## config.mk

```make
export PLATFORM = sky130hd
export DESIGN_NAME = dac_frame_tx
export DESIGN_NICKNAME = d
export VERILOG_FILES = /design/src/rtl/dac_tx_pkg.sv /design/src/rtl/dac_tx_timer.sv /design/src/rtl/dac_tx_shreg.sv /design/src/rtl/dac_tx_fsm.sv /design/src/rtl/dac_frame_tx.sv
export SDC_FILE = /design/constraint.sdc
export NUM_CORES = 1
export LEC_CHECK = 0
export BUFFER_PORTS_ARGS = -buffer_cell sky130_fd_sc_hd__clkbuf_2
export CORE_MARGIN = 1.5
export CORE_UTILIZATION = 45
export DETAILED_ROUTE_END_ITERATION = 10
export GPL_TIMING_DRIVEN = 0
export PLACE_DENSITY = 0.64
export SYNTH_ARGS = -nofsm -noshare
export SYNTH_HDL_FRONTEND = slang
export SYNTH_SLANG_ARGS = --single-unit
```

## constraint.sdc

```tcl
create_clock -name clk -period 4.2 [get_ports clk]
set_clock_uncertainty 0.05 [all_clocks]
set_input_delay 0.84 -clock clk [delete_from_list [all_inputs] [get_ports clk]]
set_output_delay 0.84 -clock clk [all_outputs]
set_load 0.02 [all_outputs]
```

## src/rtl/dac_tx_pkg.sv

```systemverilog
package dac_tx_pkg;

    localparam int MODE_W     = 2;
    localparam int CODE_W     = 14;
    localparam int FRAME_BITS = MODE_W + CODE_W;
    localparam int SPLIT_AT   = FRAME_BITS / 2;
    localparam int BCNT_W     = $clog2(FRAME_BITS + 1);

    typedef enum logic [2:0] {
        S_IDLE  = 3'd0,
        S_LEAD  = 3'd1,
        S_HIGH  = 3'd2,
        S_LOW   = 3'd3,
        S_PAUSE = 3'd4,
        S_GAP   = 3'd5
    } tx_state_e;

    function automatic int imax(input int a, input int b);
        return (a > b) ? a : b;
    endfunction

endpackage

```

## src/rtl/dac_tx_timer.sv

```systemverilog
module dac_tx_timer #(
    parameter int TW = 4
) (
    input  logic          clk,
    input  logic          rst_n,
    input  logic          load,
    input  logic [TW-1:0] load_val,
    output logic          zero
);

    logic [TW-1:0] cnt_q;

    always_ff @(posedge clk or negedge rst_n) begin
        if (!rst_n) begin
            cnt_q <= '0;
        end else if (load) begin
            cnt_q <= load_val;
        end else if (cnt_q != '0) begin
            cnt_q <= cnt_q - 1'b1;
        end
    end

    assign zero = (cnt_q == '0);

endmodule

```

## src/rtl/dac_tx_shreg.sv

```systemverilog
module dac_tx_shreg #(
    parameter int W = 16
) (
    input  logic         clk,
    input  logic         rst_n,
    input  logic         load,
    input  logic         shift,
    input  logic [W-1:0] din,
    output logic         msb
);

    logic [W-1:0] sh_q;

    always_ff @(posedge clk or negedge rst_n) begin
        if (!rst_n) begin
            sh_q <= '0;
        end else if (load) begin
            sh_q <= din;
        end else if (shift) begin
            sh_q <= {sh_q[W-2:0], 1'b0};
        end
    end

    assign msb = sh_q[W-1];

endmodule

```

## src/rtl/dac_tx_fsm.sv

```systemverilog
module dac_tx_fsm
    import dac_tx_pkg::*;
#(
    parameter int TW        = 4,
    parameter int DIV_HALF  = 2,
    parameter int LEAD_CYC  = 1,
    parameter int PAUSE_CYC = 4,
    parameter int GAP_CYC   = 3
) (
    input  logic          clk,
    input  logic          rst_n,
    input  logic          cmd_valid,
    input  logic          cmd_split,
    output logic          cmd_ready,
    input  logic          tmr_zero,
    output logic          tmr_load,
    output logic [TW-1:0] tmr_val,
    output logic          sh_load,
    output logic          sh_shift,
    output logic          ser_clk,
    output logic          ser_sync_n,
    output logic          frame_done
);

    localparam logic [TW-1:0]     T_LEAD  = TW'(LEAD_CYC - 1);
    localparam logic [TW-1:0]     T_HALF  = TW'(DIV_HALF - 1);
    localparam logic [TW-1:0]     T_PAUSE = TW'(PAUSE_CYC - 1);
    localparam logic [TW-1:0]     T_GAP   = TW'(GAP_CYC - 1);
    localparam logic [BCNT_W-1:0] N_LAST  = BCNT_W'(FRAME_BITS);
    localparam logic [BCNT_W-1:0] N_SPLIT = BCNT_W'(SPLIT_AT);

    tx_state_e         state_q, state_d;
    logic [BCNT_W-1:0] bit_cnt_q;
    logic              split_q;

    // State register
    always_ff @(posedge clk or negedge rst_n) begin
        if (!rst_n) begin
            state_q <= S_IDLE;
        end else begin
            state_q <= state_d;
        end
    end

    // Next state and timer/shifter control
    always_comb begin
        state_d  = state_q;
        tmr_load = 1'b0;
        tmr_val  = '0;
        sh_load  = 1'b0;
        sh_shift = 1'b0;
        unique case (state_q)
            S_IDLE: begin
                if (cmd_valid) begin
                    state_d  = S_LEAD;
                    tmr_load = 1'b1;
                    tmr_val  = T_LEAD;
                    sh_load  = 1'b1;
                end
            end
            S_LEAD: begin
                if (tmr_zero) begin
                    state_d  = S_HIGH;
                    tmr_load = 1'b1;
                    tmr_val  = T_HALF;
                end
            end
            S_HIGH: begin
                if (tmr_zero) begin
                    state_d  = S_LOW;
                    tmr_load = 1'b1;
                    tmr_val  = T_HALF;
                end
            end
            S_LOW: begin
                if (tmr_zero) begin
                    tmr_load = 1'b1;
                    if (bit_cnt_q == N_LAST) begin
                        state_d = S_GAP;
                        tmr_val = T_GAP;
                    end else if (split_q && (bit_cnt_q == N_SPLIT)) begin
                        state_d = S_PAUSE;
                        tmr_val = T_PAUSE;
                    end else begin
                        state_d  = S_HIGH;
                        tmr_val  = T_HALF;
                        sh_shift = 1'b1;
                    end
                end
            end
            S_PAUSE: begin
                if (tmr_zero) begin
                    state_d  = S_HIGH;
                    tmr_load = 1'b1;
                    tmr_val  = T_HALF;
                    sh_shift = 1'b1;
                end
            end
            S_GAP: begin
                if (tmr_zero) begin
                    state_d = S_IDLE;
                end
            end
            default: state_d = S_IDLE;
        endcase
    end

    // Falling-edge count and byte-split selection captured at acceptance
    always_ff @(posedge clk or negedge rst_n) begin
        if (!rst_n) begin
            bit_cnt_q <= '0;
            split_q   <= 1'b0;
        end else if (state_q == S_IDLE && cmd_valid) begin
            bit_cnt_q <= '0;
            split_q   <= cmd_split;
        end else if (state_q == S_HIGH && tmr_zero) begin
            bit_cnt_q <= bit_cnt_q + 1'b1;
        end
    end

    // Registered Moore outputs, decoded from the next state
    always_ff @(posedge clk or negedge rst_n) begin
        if (!rst_n) begin
            ser_clk    <= 1'b0;
            ser_sync_n <= 1'b1;
            frame_done <= 1'b0;
        end else begin
            ser_clk    <= (state_d == S_HIGH);
            ser_sync_n <= (state_d == S_IDLE) || (state_d == S_GAP);
            frame_done <= (state_q == S_LOW) && (state_d == S_GAP);
        end
    end

    assign cmd_ready = (state_q == S_IDLE);

    p_sclk_idle_r3: assert property (@(posedge clk) disable iff (!rst_n)
        ser_sync_n |-> !ser_clk);

    p_frame_len_r2: assert property (@(posedge clk) disable iff (!rst_n)
        $rose(ser_sync_n) |-> (bit_cnt_q == N_LAST));

    p_done_on_rise_r6: assert property (@(posedge clk) disable iff (!rst_n)
        frame_done |-> $rose(ser_sync_n));

    p_busy_not_ready_r8: assert property (@(posedge clk) disable iff (!rst_n)
        !ser_sync_n |-> !cmd_ready);

    p_split_hold_r9: assert property (@(posedge clk) disable iff (!rst_n)
        (state_q == S_PAUSE) |-> (split_q && (bit_cnt_q == N_SPLIT)));

endmodule

```

## src/rtl/dac_frame_tx.sv

```systemverilog
module dac_frame_tx
    import dac_tx_pkg::*;
#(
    parameter int CLK_PS    = 10000,
    parameter int DIV_HALF  = 2,
    parameter int LEAD_CYC  = 1,
    parameter int PAUSE_CYC = 4,
    parameter int GAP_CYC   = 3
) (
    input  logic              clk,
    input  logic              rst_n,
    input  logic              cmd_valid,
    output logic              cmd_ready,
    input  logic [MODE_W-1:0] cmd_mode,
    input  logic [CODE_W-1:0] cmd_code,
    input  logic              cmd_split,
    output logic              ser_clk,
    output logic              ser_sync_n,
    output logic              ser_data,
    output logic              frame_done
);

    localparam int MAX_CYC = imax(imax(DIV_HALF, LEAD_CYC), imax(PAUSE_CYC, GAP_CYC));
    localparam int TW      = $clog2(MAX_CYC + 1);

    // Receiver timing limits, in picoseconds
    localparam int MIN_PERIOD_PS = 33000;
    localparam int MIN_PHASE_PS  = 5000;
    localparam int MIN_SETUP_PS  = 10000;
    localparam int MIN_GAP_PS    = 20000;

    if (DIV_HALF < 1 || LEAD_CYC < 1 || PAUSE_CYC < 1 || GAP_CYC < 1) begin : g_bad_zero
        $error("dac_frame_tx: all interval parameters must be at least 1");
    end
    if (DIV_HALF * CLK_PS < MIN_PHASE_PS) begin : g_bad_phase
        $error("dac_frame_tx: serial clock phase too short");
    end
    if (2 * DIV_HALF * CLK_PS < MIN_PERIOD_PS) begin : g_bad_period
        $error("dac_frame_tx: serial clock period too short");
    end
    if ((LEAD_CYC + DIV_HALF) * CLK_PS < MIN_SETUP_PS) begin : g_bad_setup
        $error("dac_frame_tx: frame select setup too short");
    end
    if (GAP_CYC * CLK_PS < MIN_GAP_PS) begin : g_bad_gap
        $error("dac_frame_tx: frame select high time too short");
    end

    logic          tmr_load;
    logic [TW-1:0] tmr_val;
    logic          tmr_zero;
    logic          sh_load;
    logic          sh_shift;

    dac_tx_fsm #(
        .TW        (TW),
        .DIV_HALF  (DIV_HALF),
        .LEAD_CYC  (LEAD_CYC),
        .PAUSE_CYC (PAUSE_CYC),
        .GAP_CYC   (GAP_CYC)
    ) u_fsm (
        .clk        (clk),
        .rst_n      (rst_n),
        .cmd_valid  (cmd_valid),
        .cmd_split  (cmd_split),
        .cmd_ready  (cmd_ready),
        .tmr_zero   (tmr_zero),
        .tmr_load   (tmr_load),
        .tmr_val    (tmr_val),
        .sh_load    (sh_load),
        .sh_shift   (sh_shift),
        .ser_clk    (ser_clk),
        .ser_sync_n (ser_sync_n),
        .frame_done (frame_done)
    );

    dac_tx_timer #(
        .TW (TW)
    ) u_timer (
        .clk      (clk),
        .rst_n    (rst_n),
        .load     (tmr_load),
        .load_val (tmr_val),
        .zero     (tmr_zero)
    );

    dac_tx_shreg #(
        .W (FRAME_BITS)
    ) u_shreg (
        .clk   (clk),
        .rst_n (rst_n),
        .load  (sh_load),
        .shift (sh_shift),
        .din   ({cmd_mode, cmd_code}),
        .msb   (ser_data)
    );

    p_data_on_rise_r3: assert property (@(posedge clk) disable iff (!rst_n)
        (!ser_sync_n && !$past(ser_sync_n) && (ser_data != $past(ser_data)))
            |-> $rose(ser_clk));

endmodule

```

* After elaboration in Yosys (flattened, before gate mapping)
Index checks and enable logic that the tools add are counted.
** Word-level totals
- Register bits :: 31
- Logic and storage cells :: 61
- Bits of input ports :: 20
- Output and inout port bits :: 5
** Operators by class
- $add $sub $neg :: 2
- Multiplexer cells :: 27
- Eq/ne operators :: 9
- Reductions and logical operators :: 15
** Operator list (number)
- 3-bit two-way mux :: 11
- 16-bit two-way mux :: 2
- 3-bit one-hot mux with 5 select lines :: 1
- 5-bit two-way mux :: 2
- 3-bit by 2-bit equality test with 1-bit output, second input constant :: 3
- 3-bit equality test, second input constant :: 3
- 3-bit logical NOT :: 3
- 1-bit two-way mux :: 7
- 3-bit one-hot mux with 2 select lines :: 1
- 2-bit nonzero test :: 3
- 5-bit by 1-bit adder with 5-bit output, second input constant :: 1
- 5-bit by 4-bit equality test with 1-bit output, second input constant :: 1
- 5-bit equality test, second input constant :: 1
- 1-bit logical AND :: 4
- 1-bit one-hot mux with 2 select lines :: 2
- 4-bit OR reduction :: 1
- 3-bit by 1-bit equality test with 1-bit output, second input constant :: 1
- 3-bit nonzero test :: 1
- 3-bit OR reduction :: 1
- 3-bit by 1-bit subtractor with 3-bit output, second input constant :: 1
- 2-bit two-way mux :: 1
- 2-bit OR reduction :: 1
- 1-bit logical OR :: 1

* Longest topological paths before layout
- Word-level depth :: 8
- Gate-level depth with buffers :: 9
- Depth with buffers taken out :: 6

* Modules after synthesis
From an unflattened synthesis, not the netlist that was laid out.
** Unflattened totals
- Cell total of the unflattened synthesis :: 166
- Area, all modules :: 1674.1 um^2
** Modules (own cells, without submodules)
- dac_tx_shreg :: area each 742.0 um^2, sequential area each 400.4 um^2, times used 1, cells an instance 69
- dac_tx_fsm :: area each 732.0 um^2, sequential area each 301.5 um^2, times used 1, cells an instance 76
- dac_tx_timer :: area each 200.2 um^2, sequential area each 75.1 um^2, times used 1, cells an instance 21

* Worst setup path before layout
OpenSTA, ideal clock, no wires.
- Path type :: reg2reg
- Start :: register u_fsm.state_q[0]
- End :: register u_shreg.sh_q[14]
- Setup slack :: 2074 ps
- Setup time :: 125 ps
- Required time :: 4025 ps
- Clock period less this slack :: 2126 ps
- Arrival time :: 1951 ps
- Path buffers :: 3
- Stages on the path, launching flop included :: 9
- Cells stage by stage :: dfrtp_1 > buf_6 > or3_4 > inv_2 > and2_4 > buf_6 > buf_8 > mux2_1 > mux2_2
** Between the ends
- Cells in the longest elaborated chain, start to end :: 3
- Elaborated cells on any way between the ends :: 7
- Those cells by class :: 2 x eq/ne; 3 x mux; 2 x reduce/logical
** RTL lines
- start: declaration :: RTL line dac_tx_fsm.sv:32 : tx_state_e state_q, state_d;
- start signal: assignment :: RTL line dac_tx_fsm.sv:41 : state_q <= state_d;
- 3-bit logical NOT (*)
- net cmd_ready :: RTL line dac_frame_tx.sv:13 : output logic cmd_ready,
- 1-bit two-way mux (*) :: RTL line dac_tx_fsm.sv:52 : unique case (state_q)
- 16-bit two-way mux / 2-bit nonzero test (equally long branches)
- end signal: assignment :: RTL line dac_tx_shreg.sv:18 : sh_q <= din;
- end signal: assignment :: RTL line dac_tx_shreg.sv:20 : sh_q <= {sh_q[W-2:0], 1'b0};
- end: declaration :: RTL line dac_tx_shreg.sv:12 : logic [W-1:0] sh_q;
The timed path passes the listed nets; every way through them passes the cells marked *.
A chain may end at the register's enable or synchronous reset.

* Final worst setup path
- Start :: register u_fsm.state_q[1]
- End :: output port cmd_ready
** Between the ends
- Cells in the longest elaborated chain, start to end :: 1
** RTL lines
- 3-bit logical NOT :: RTL line dac_tx_fsm.sv:134 : assign cmd_ready = (state_q == S_IDLE);
- end: declaration :: RTL line dac_frame_tx.sv:13
Every way passes these cells.

==> flow_metrics.py <==
metrics = {
    "finish": {
        "mostFrequentLayoutCells": "dfrtp_1, clkbuf_2, mux2_2",
        "diodes": 0,
        "nNetsFinal": 201,
        "fillers": 339,
        "syn2layout_area_growth_pct": 16.0,
        "multiInputGateArea_sq_um": 818,
        "final_core_util_pct": 54.3,
        "finalNonFillerCells": 226,
        "final_area_sq_mm": 0.00197,
        "seq_area_sq_um": 777,
        "drive_above_1_share_pct": 37.6,
        "layout_commonest_cell": "dfrtp_1",
    },
    "timing": {
        "slew-limit-headroom_pct": 50.0,
        "setup_violations": 0,
        "maxSlewViolCount": 0,
        "rsz0062_at_grt": "no",
        "hold_ws_ns": 0.449,
        "tightest_slew_ns": 0.750,
        "period_minus_slack_ns": 2.37,
        "layout_setup_ws_ns": 1.83,
        "maxClockFrequency_ghz": 0.422,
        "hold_viol_final": 0,
        "min_period_over_period_pct": 56.4,
        "fin_tns_setup_ns": 0,
    },
    "cts": {
        "clkSinkCount": 31,
        "ctsRootBufferMaster": "clkbuf_8",
        "insertion_delay_ns": 0.28,
        "cts_inserted_buffers": 5,
        "clock_path_buffers": 2,
        "cts_hold_buf": 0,
        "htreeDepth": 2,
        "cts_tree": "built",
        "clk_pin_slew_ns": 0.07,
        "post_cts_buffers": 0,
        "cts_resized": 0,
    },
    "routing": {
        "drtIter0Drc": 48,
        "drtAntennaViolNets": 0,
        "routed_wirelength_um": 2960,
        "wire_per_inst_um": 13.1,
        "via_per_inst": 5.20,
        "drc_errors": 0,
        "dr.pass1.iters": 4,
        "vias": 1176,
    },
    "setup_path": {
        "criticalPathCategory": "reg2out",
        "crit_arrival_ns": 1.48,
        "critPathLaunchType": "register",
        "critical_path.endpoint_type": "output pin",
        "worstPathRequired_ns": 3.31,
        "path_max_fanout": 8,
        "worst-path-buf-inv": 3,
        "slowest_delay_ns": 0.40,
        "cp_top_family": "buffers and inverters",
        "cp_slowest_cell": "or3_4",
        "crit_path_cell_trace": "buf_4 > or3_4 > inv_2 > clkbuf_2",
    },
    "floorplanning": {
        "ios": 25,
        "die_x_um": 64.5,
        "fp-row-count": 22,
        "core-area_sq_mm": 0.00363,
        "start_util_pct": 46.8,
        "dieArea_sq_mm": 0.00416,
        "dieHeight_um": 64.5,
    },
    "grt": {
        "antenna_found_initial": 0,
        "grt_start_max_net_pins": 32,
        "grt_first_pass_wirelength_um": 5180,
        "grt_pass1_vias": 1157,
        "grt-ovfl-total": 0,
        "grtUsageTotal_pct": 16.2,
    },
    "synthesis": {
        "synth.net_count": 170,
        "yosysSeqAreaShare_pct": 45.7,
        "synth_edf_count": 0,
        "synth.avg_cell_area_sq_um": 11.6,
        "synth-seq-cells": 31,
        "synth-main-ff-cell": "dfrtp_1",
        "yosys_warnings": 0,
        "synthesis.area_sq_mm": 0.00170,
        "synth-async-reset-ratio_pct": 100,
        "synth.distinct_cells": 41,
        "synth_cells": 146,
    },
    "pwr": {
        "ir_drop_mv": 0.195,
        "p_total_uw": 553,
        "p_per_area_mw_per_mm2": 280,
        "leakagePower_nw": 0.976,
    },
    "worst_hold_path": {
        "hold_path.class": "reg2reg",
    },
    "placed_design": {
        "placement.io_buffers": 24,
        "pre_cts_ws_ns": 1.87,
        "dpl.hpwl_um": 2140,
        "dp.cells": 218,
        "gp_congestion": 0.812,
        "place_area_sq_mm": 0.00188,
    },
    "outcome": {
        "status": "finished clean",
    },
    "flow_run": {
        "maxCapViolations": 0,
    },
}
[metal layers]
layer | track usage [%] | wire [um] | up-vias
met1 | 21.0 | 1400 | 569
met3 | 6.08 | 141 | 5
met5 | 0 | 0 | -
li1 | - | - | 577
met2 | 24.6 | 1390 | 25
met4 | 6.12 | 30 | 0
[sequential cells by signal (all words and copies together), names as in the netlist]
name and count:
u_fsm.frame_done 1, u_fsm.ser_sync_n 1, u_fsm.bit_cnt_q 5, u_fsm.state_q 3, u_timer.cnt_q 3, u_fsm.split_q 1
u_shreg.sh_q 16, u_fsm.ser_clk 1
[worst paths after layout]
check	endpoint	start	cells after the start	slack, ns
max in group asynchronous	u_timer.cnt_q[2]	rst_n	1	3.05
max	cmd_ready	u_fsm.state_q[1]	4	1.83
max reg2reg	u_shreg.sh_q[5]	u_timer.cnt_q[0]	7	1.88
min reg2reg	u_fsm.split_q	u_fsm.split_q	1	0.45
min in group asynchronous	u_fsm.state_q[1]	rst_n	1	0.57
min	u_fsm.split_q	u_fsm.split_q	1	0.45
[report_power, final]
| part | internal [mW] | total (mW) | switching, mW |
|---|---|---|---|
| Clock | 0.132 | 0.239 | 0.107 |
| Sequential | 0.299 | 0.299 | 0 |
| Combinational | 0.00641 | 0.0150 | 0.00864 |
| Total | 0.437 | 0.553 | 0.116 |
[worst reg2reg max path: stages, from the launching register on]
cell	delay (ns)
dfrtp_1	0.39
inv_1	0.14
ha_1	0.22
and2b_1	0.24
mux2i_1	0.15
o32ai_4	0.40
buf_4	0.26
mux2_2	0.35
[logic make-up (layout without fill, tap and decap cells)]
family,count (synthesis),count (layout),synth area share [%]
AND/OR/NAND/NOR,35,35,11.9
flip-flops,31,31,45.7
buffers and inverters,16,48,6.18
multiplexers,32,32,21.0
XOR/XNOR,4,4,2.06
AO/OA/AOI/OAI,24,24,10.2
adder cells (fa/ha/maj),4,4,2.94
[synthesized netlist by cell type, drive strengths merged (2+ instances only)]
cell	number	share of area [%]
and3b	2	1.0
inv	8	1.8
nand3b	2	1.1
xor2	3	1.5
dfrtp	30	44
nor2	9	2.0
mux2	30	20
ha	4	2.9
o32ai	2	2.1
nand2	6	1.3
nand3	4	1.2
buf	7	4.2
a21oi	6	1.8
o21ai	6	1.8
a211oi	3	1.3
nor2b	2	0.74
and2	4	1.6
nand4	2	0.74
mux2i	2	1.2
[final cells by class]
type | instances | area share, %
Buffer | 8 | 3.81
Clock buffer | 7 | 4.38
Clock inverter | 1 | 0.254
Inverter | 8 | 1.52
Multi-Input combinational cell | 99 | 41.5
Sequential cell | 31 | 39.4
Tap cell | 48 | 3.05
Timing Repair Buffer | 24 | 6.09
No activity file was read; power rests on OpenSTA's default activity.
